**config.mk**
```make
export PLATFORM = sky130hd
export DESIGN_NAME = colour_cycle_sel
export DESIGN_NICKNAME = d
export VERILOG_FILES = /design/src/rtl/colsel_pkg.sv /design/src/rtl/colsel_sync.sv /design/src/rtl/colsel_rotor.sv /design/src/rtl/colsel_decode.sv /design/src/rtl/colour_cycle_sel.sv
export SDC_FILE = /design/constraint.sdc
export NUM_CORES = 1
export LEC_CHECK = 0
export ABC_AREA = 1
export BUFFER_PORTS_ARGS = -buffer_cell sky130_fd_sc_hd__buf_2
export CAP_MARGIN = 20
export CELL_PAD_IN_SITES_DETAIL_PLACEMENT = 1
export CELL_PAD_IN_SITES_GLOBAL_PLACEMENT = 1
export CORE_MARGIN = 2
export CORE_UTILIZATION = 32
export DETAILED_ROUTE_END_ITERATION = 8
export GPL_TIMING_DRIVEN = 0
export PLACE_DENSITY_LB_ADDON = 0.15
export SYNTH_ARGS = -nofsm -noshare
export SYNTH_HDL_FRONTEND = slang
export SYNTH_SLANG_ARGS = --single-unit
```
**constraint.sdc**
```tcl
create_clock -name clk -period 1.1 [get_ports clk]
set_clock_uncertainty 0.15 [all_clocks]
set_input_delay 0.165 -clock clk [delete_from_list [all_inputs] [get_ports clk]]
set_output_delay 0.165 -clock clk [all_outputs]
set_load 0.02 [all_outputs]
```
**src/rtl/colsel_pkg.sv**
```systemverilog
package colsel_pkg;

   localparam int COL_W = 2;

   localparam logic [COL_W-1:0] CL_RED   = 2'b00;
   localparam logic [COL_W-1:0] CL_GREEN = 2'b01;
   localparam logic [COL_W-1:0] CL_BLUE  = 2'b10;

   localparam logic [1:0] SRC_CFG  = 2'b00;
   localparam logic [1:0] SRC_PIN  = 2'b01;
   localparam logic [1:0] SRC_ROT  = 2'b10;

   // unused code 11 folds to red
   function automatic logic [COL_W-1:0] fold_code(input logic [COL_W-1:0] c);
      return (c == 2'b11) ? CL_RED : c;
   endfunction

   function automatic logic [COL_W-1:0] step_col(input logic [COL_W-1:0] c);
      case (c)
         CL_RED:   return CL_GREEN;
         CL_GREEN: return CL_BLUE;
         default:  return CL_RED;
      endcase
   endfunction

endpackage

```
**src/rtl/colsel_sync.sv**
```systemverilog
module colsel_sync #(
   parameter int WIDTH  = 2,
   parameter int STAGES = 2
) (
   input  logic             clk,
   input  logic             rst_n,
   input  logic [WIDTH-1:0] d,
   output logic [WIDTH-1:0] q
);
   localparam int LAST = STAGES - 1;

   if (STAGES < 2) begin : g_bad_depth
      $error("colsel_sync: STAGES must be at least 2");
   end
   if (WIDTH < 1) begin : g_bad_width
      $error("colsel_sync: WIDTH must be at least 1");
   end

   for (genvar i = 0; i < STAGES; i++) begin : g_stage
      logic [WIDTH-1:0] r;
      if (i == 0) begin : g_first
         always_ff @(posedge clk or negedge rst_n) begin
            if (!rst_n) r <= '0;
            else        r <= d;
         end
      end else begin : g_next
         always_ff @(posedge clk or negedge rst_n) begin
            if (!rst_n) r <= '0;
            else        r <= g_stage[i-1].r;
         end
      end
   end

   assign q = g_stage[LAST].r;

endmodule

```
**src/rtl/colsel_rotor.sv**
```systemverilog
module colsel_rotor
   import colsel_pkg::*;
#(
   parameter bit LINE_RISE = 1'b1
) (
   input  logic             clk,
   input  logic             rst_n,
   input  logic             sw_rst,
   input  logic             restart,
   input  logic             enable,
   input  logic             line_in,
   output logic [COL_W-1:0] colour
);
   logic line_q;
   logic step;

   always_ff @(posedge clk or negedge rst_n) begin
      if (!rst_n) line_q <= 1'b0;
      else        line_q <= line_in;
   end

   if (LINE_RISE) begin : g_rise
      assign step = line_in & ~line_q;
   end else begin : g_fall
      assign step = ~line_in & line_q;
   end

   always_ff @(posedge clk or negedge rst_n) begin
      if (!rst_n)                colour <= CL_RED;
      else if (sw_rst | restart) colour <= CL_RED;
      else if (step && enable)   colour <= step_col(colour);
   end

   // an edge gives one step, never two in a row
   a_r3_single_step: assert property (@(posedge clk) disable iff (!rst_n)
      step |=> !step);
   // rotation state never holds the unused code
   a_r8_state_legal: assert property (@(posedge clk) disable iff (!rst_n)
      colour != 2'b11);
   // restart strobe lands on red
   a_r6_restart: assert property (@(posedge clk) disable iff (!rst_n)
      restart |=> colour == CL_RED);
   // software reset lands on red
   a_r9_sw_reset: assert property (@(posedge clk) disable iff (!rst_n)
      sw_rst |=> colour == CL_RED);
   // no enabled edge and no clear means no change
   a_r10_hold: assert property (@(posedge clk) disable iff (!rst_n)
      (!(step && enable) && !restart && !sw_rst) |=> $stable(colour));

endmodule

```
**src/rtl/colsel_decode.sv**
```systemverilog
module colsel_decode
   import colsel_pkg::*;
(
   input  logic [1:0]       mode,
   input  logic             force_en,
   input  logic [COL_W-1:0] int_col,
   input  logic [COL_W-1:0] force_col,
   input  logic [COL_W-1:0] pin_col,
   input  logic [COL_W-1:0] rot_col,
   output logic [COL_W-1:0] in_nxt,
   output logic [COL_W-1:0] bank_nxt
);
   always_comb begin
      case (mode)
         SRC_PIN: bank_nxt = fold_code(pin_col);
         SRC_ROT: bank_nxt = rot_col;
         default: bank_nxt = fold_code(int_col);
      endcase
      in_nxt = force_en ? fold_code(force_col) : bank_nxt;
   end

   // decode never produces the unused code
   always_comb begin
      a_r8_decode_legal: assert (in_nxt != 2'b11 && bank_nxt != 2'b11);
   end

endmodule

```
**src/rtl/colour_cycle_sel.sv**
```systemverilog
module colour_cycle_sel
   import colsel_pkg::*;
#(
   parameter int SYNC_STAGES = 2,
   parameter bit REG_OUT     = 1'b1,
   parameter bit LINE_RISE   = 1'b1
) (
   input  logic       clk,
   input  logic       rst_n,
   input  logic       sw_rst,
   input  logic       cyc_rst,
   input  logic [1:0] mode,
   input  logic       force_en,
   input  logic [1:0] int_col,
   input  logic [1:0] force_col,
   input  logic [1:0] ext_pin,
   output logic [1:0] in_sel,
   output logic [1:0] bank_sel
);
   localparam int PIN_W = COL_W;

   if (SYNC_STAGES < 2) begin : g_bad_sync
      $error("colour_cycle_sel: SYNC_STAGES must be at least 2");
   end

   logic [PIN_W-1:0] pin_s;
   logic [COL_W-1:0] rot_col;
   logic [COL_W-1:0] in_nxt;
   logic [COL_W-1:0] bank_nxt;
   logic             rot_on;

   colsel_sync #(.WIDTH(PIN_W), .STAGES(SYNC_STAGES)) u_sync (
      .clk   (clk),
      .rst_n (rst_n),
      .d     (ext_pin),
      .q     (pin_s)
   );

   assign rot_on = (mode == SRC_ROT);

   colsel_rotor #(.LINE_RISE(LINE_RISE)) u_rotor (
      .clk     (clk),
      .rst_n   (rst_n),
      .sw_rst  (sw_rst),
      .restart (cyc_rst),
      .enable  (rot_on),
      .line_in (pin_s[0]),
      .colour  (rot_col)
   );

   colsel_decode u_dec (
      .mode      (mode),
      .force_en  (force_en),
      .int_col   (int_col),
      .force_col (force_col),
      .pin_col   (pin_s),
      .rot_col   (rot_col),
      .in_nxt    (in_nxt),
      .bank_nxt  (bank_nxt)
   );

   if (REG_OUT) begin : g_reg
      always_ff @(posedge clk or negedge rst_n) begin
         if (!rst_n) begin
            in_sel   <= CL_RED;
            bank_sel <= CL_RED;
         end else begin
            in_sel   <= in_nxt;
            bank_sel <= bank_nxt;
         end
      end

      // no force means one shared selection
      a_r4_shared: assert property (@(posedge clk) disable iff (!rst_n)
         !force_en |=> in_sel == bank_sel);
      // force pins the input select to the force field
      a_r5_force: assert property (@(posedge clk) disable iff (!rst_n)
         force_en |=> in_sel == fold_code($past(force_col)));
      // configuration source drives the bank select
      a_r1_cfg_bank: assert property (@(posedge clk) disable iff (!rst_n)
         (mode == SRC_CFG || mode == 2'b11) |=> bank_sel == fold_code($past(int_col)));
      // outputs never show 11
      a_r8_out_legal: assert property (@(posedge clk) disable iff (!rst_n)
         in_sel != 2'b11 && bank_sel != 2'b11);
   end else begin : g_comb
      assign in_sel   = in_nxt;
      assign bank_sel = bank_nxt;
   end

endmodule

```
Word-level counts from Yosys, hierarchy flattened
Index checks and enable logic that the tools add are counted.
{"block": "word_totals", "in_bits": 13, "ff_bits": 11, "output_inout_bits": 4, "wordCells": 26}
{"block": "classes", "mux": 8, "bitwise": 3, "reduce_logical": 3, "n_eq_ne": 6}
{"cell": "$mux 2", "count": 6}
{"cell": "$eq 2x2->1 const B", "count": 4}
{"cell": "$pmux 2 s2", "count": 2}
{"cell": "$eq 2x1->1 const B", "count": 2}
{"cell": "$logic_not 2->1", "count": 1}
{"cell": "$reduce_bool 2->1", "count": 1}
{"cell": "$and 1x1->1", "count": 1}
{"cell": "$logic_and 1x1->1", "count": 1}
{"cell": "$not 1->1", "count": 1}
{"cell": "$or 1x1->1", "count": 1}

Depth between registers and ports, before layout
{"block": "logic_depth", "word_depth": 5, "ltp_mapped": 7, "ltp_nobuf": 7}

Hierarchy
Synthesis repeated with hierarchy kept, for this count alone.
{"block": "unflattened", "cells_unflattened": 59, "area_unflattened_um2": 501.7}
{"module": "colsel_rotor", "instances": 1, "area_per_inst_um2": 157.7, "cells_each": 22, "seq_area_each_um2": 75.1}
{"module": "colsel_decode", "instances": 1, "area_per_inst_um2": 133.9, "cells_each": 27, "seq_area_each_um2": 0.0}
{"module": "colour_cycle_sel", "instances": 1, "area_per_inst_um2": 110.1, "cells_each": 6, "seq_area_each_um2": 100.1}
{"module": "colsel_sync", "instances": 1, "area_per_inst_um2": 100.1, "cells_each": 4, "seq_area_each_um2": 100.1}

Worst setup path after synthesis
OpenSTA, ideal clock, no wires.
{"block": "synth_path", "kind": "input -> register", "from": "input mode[0]", "to": "register bank_sel[0]", "setup_time_ns": 0.119, "arrival_time_ns": 0.800, "path_stages": 5, "t_required_ns": 0.831, "setup_slack_ns": 0.031, "path_buffers": 0, "path_cell_list": "inv_1 -> ha_1 -> a21oi_1 -> nand2_1 -> and2_1"}
{"block": "synth_via", "elab_chain_len": 2, "elab_cells_between_ends": 3, "cone_classes": "2 x eq/ne; 1 x mux"}
{"item": "start: declaration", "line": "colour_cycle_sel.sv:12", "rtl": "input logic [1:0] mode,"}
{"item": "$eq 2x2->1 / $eq 2x1->1 (equally long branches)", "line": "colsel_decode.sv:14", "rtl": "case (mode)"}
{"item": "$pmux 2 s2 *", "line": "colsel_decode.sv:14"}
{"item": "net bank_nxt[0]", "line": "colour_cycle_sel.sv:29", "rtl": "logic [COL_W-1:0] bank_nxt;"}
{"item": "end signal: assignment", "line": "colour_cycle_sel.sv:69", "rtl": "bank_sel <= bank_nxt;"}
{"item": "end: declaration", "line": "colour_cycle_sel.sv:18", "rtl": "output logic [1:0] bank_sel"}
Mark *: on every way through the listed nets, which the timed path passes. The rest lies on a longest branch.
A chain may end at the register's enable or synchronous reset.

Worst setup path in the final report
{"block": "layout_path", "from": "register bank_sel[1]", "to": "output bank_sel[1]"}
No word-level cell between the ends.

==> metrics <==
DIE AREA=1790 µm²; clk root buf=clkbuf_4; Critical-path top delay cell=dfrtp_1; Logic pwr share=18.1%; fin. max-slew vios=0; Leakage=0.380 nW; top cell type's share of synthesized area=58.7%; # port buffers=16; Core Rows=13; Max Cap Viol=0; Placed Cells=83; total gr overflow=0; antenna violations before repair=0; CTS buffer count=3; ANT cells=0; endpoints failing hold=0; Crit Path Class=reg2out; Synth warnings=0; Arr. time, crit path=0.78 ns; unrepaired setup endpoints after global routing=yes; Worst EP required=0.78 ns; Setup TNS=0 ns; sequential share of power=51.8%; Post-route DRC=0; Tcrit/Tclk final=99.4%; Worst setup SP type=flop; Hold WC Path Type=in2reg; Core Util, Final=49.7%; post-route minimum period=1.09 ns; Ports=17; Setup violations, final=0; Clk network pwr share=30.1%; Pwr Density=1290 nW/µm²; Syn Inst Count=52; Chip Width=42.3 µm; dpl hpwl=803 µm; crit-path cells=buf_6; Slew @ Worst Pin=0.243 ns; clk slew on worst S/H paths=0.06 ns; via count=428; GP Congestion=0.720; Hold WS=0.00712 ns; Clock Tree Buf Depth=2; TritonCTS Sinks=11; post-synthesis cell type count=11; die height=42.3 µm; CP Max Fanout=1; Max Freq=0.914 GHz; Layout Cells excl Fill=91; drt total wl=971 µm; post-CTS setup buffers=0; fraction of layout cells with a size suffix above 1=27.6%; Wirelength per Cell=10.7 µm; first-iteration detailed-routing DRC count=1; Area contributors post-synth=dfrtp_1 59%, nand2_1 9.6%, inv_1 8.8%; Slew headroom=83.8%; Avg Cell Area, Syn=9.02 µm²; Core ar.=1330 µm²; Initial Util=35.2%; vias in the first global route=425; NetSw=209 µW; nets in the synthesized netlist=67; via/cell ratio=4.70; status=finished clean; RR Startpoint=u_rotor.colour[1]$_DFFE_PN0P_; CTS H-tree depth=1; count of state elements after synthesis=11; commonest non-fill, non-tap cells in the layout=12 x nand2_1, 12 x buf_2, 11 x inv_1, 11 x dfrtp_1, 7 x nand3_1; Yosys top cell by area=dfrtp_1; first-pass GRT wire length=1720 µm; Pint=649 µW; largest net degree at the start of global routing=12; Post-Syn Area=469 µm²; post-route ant nets=0; GRT Resource Usage Total=13.3%; Net Sw Frac=24.3%; VDD IR max=1.01 mV; Critical Path Source=bank_sel[1]$_DFF_PN0_; CP Capture Type=output port; DR pass1 iterations=2; Seq/Total Area, Yosys=58.7%; insertion delay to the later sink of the worst-skew pair=0.26 ns; Slowest Stage Delay on Critical Path=0.39 ns; Tot Pwr=857 µW; CTS tree=built; area grow syn2layout=41.3%; # nets final=92; Buf/Inv on CP=1; HP Start=force_col[1]; CP delay by family, top=flip-flops
==> routing by layer <==
layer	vias up	share of wire, %	global-route usage, %
met5	-	0	0
met4	0	0.82	5.63
met3	2	5.6	6.47
met2	12	56	24.6
met1	205	37	12.1
li1	209	-	-
==> timing repair <==
| action | 4_1_cts | 5_1_grt |
|---|---|---|
| hold endpoints to repair | 14 | 0 |
| endpoints found under the setup margin | 2 | 6 |
| hold buffers | 4 | 0 |
| gates resized for setup | 4 | 5 |
| gates cloned | 0 | 0 |
==> registers in the layout, indices dropped and copies added (netlist names) <==
signal,cells
u_sync.q,2
u_sync.g_stage.r,2
u_rotor.colour,2
in_sel,2
u_rotor.line_q,1
bank_sel,2
==> metrics by stage <==
step | area [µm²] | worst slack [ns]
finish | 663 | 0.00625
global route | 663 | -0.0344
CTS | 647 | -0.0164
detailed placement | 568 | -0.154
global placement | 568 | -0.156
floorplan | 469 | 0.0310
==> worst reg2reg max path: stages (launching register included) <==
cell     delay (ns)
dfrtp_1        0.44
a21oi_2        0.13
nand2_1        0.07
and2_1         0.14
==> worst paths after layout <==
path	endpoint	slack (ns)	cells past startpoint
max in group asynchronous	in_sel[0]$_DFF_PN0_	0.46	2
min	in_sel[0]$_DFF_PN0_	0.007	4
max	bank_sel[1]	0.006	1
max reg2reg	bank_sel[1]$_DFF_PN0_	0.06	3
min reg2reg	u_sync.q[0]$_DFF_PN0_	0.20	0
min in group asynchronous	bank_sel[0]$_DFF_PN0_	0.14	2
==> power by group through the flow <==
stage               registers (mW)  logic (mW)  clock network, mW
finish                       0.444       0.155              0.258
global route                 0.446       0.173              0.308
CTS                          0.443       0.148              0.276
detailed placement           0.448       0.127                  0
global placement             0.445       0.123                  0
floorplan                    0.468      0.0455                  0
==> cells by family after synthesis <==
logic type / synth area share, %
AOI/OAI and AO/OA: 3.20
adders and majority gates: 5.33
buffers and inverters: 8.80
DFF: 58.7
and+or+nand+nor: 24.0
==> area by class of cell <==
class | instances | area (µm²)
fill | 160 | 671
sequential | 11 | 275
multi-input combinational | 30 | 156
timing repair buffer | 20 | 145
inverter | 11 | 41.3
clock buffer | 4 | 26.3
tap | 15 | 18.8
==> synthesized netlist by cell type (all sizes together) <==
cell / count
and2: 2
nand3: 7
nor2: 3
dfrtp: 11
inv: 11
nand4: 1
o21ai: 1
a21oi: 2
ha: 2
nand2: 12
(Power assumes the default switching activity.)
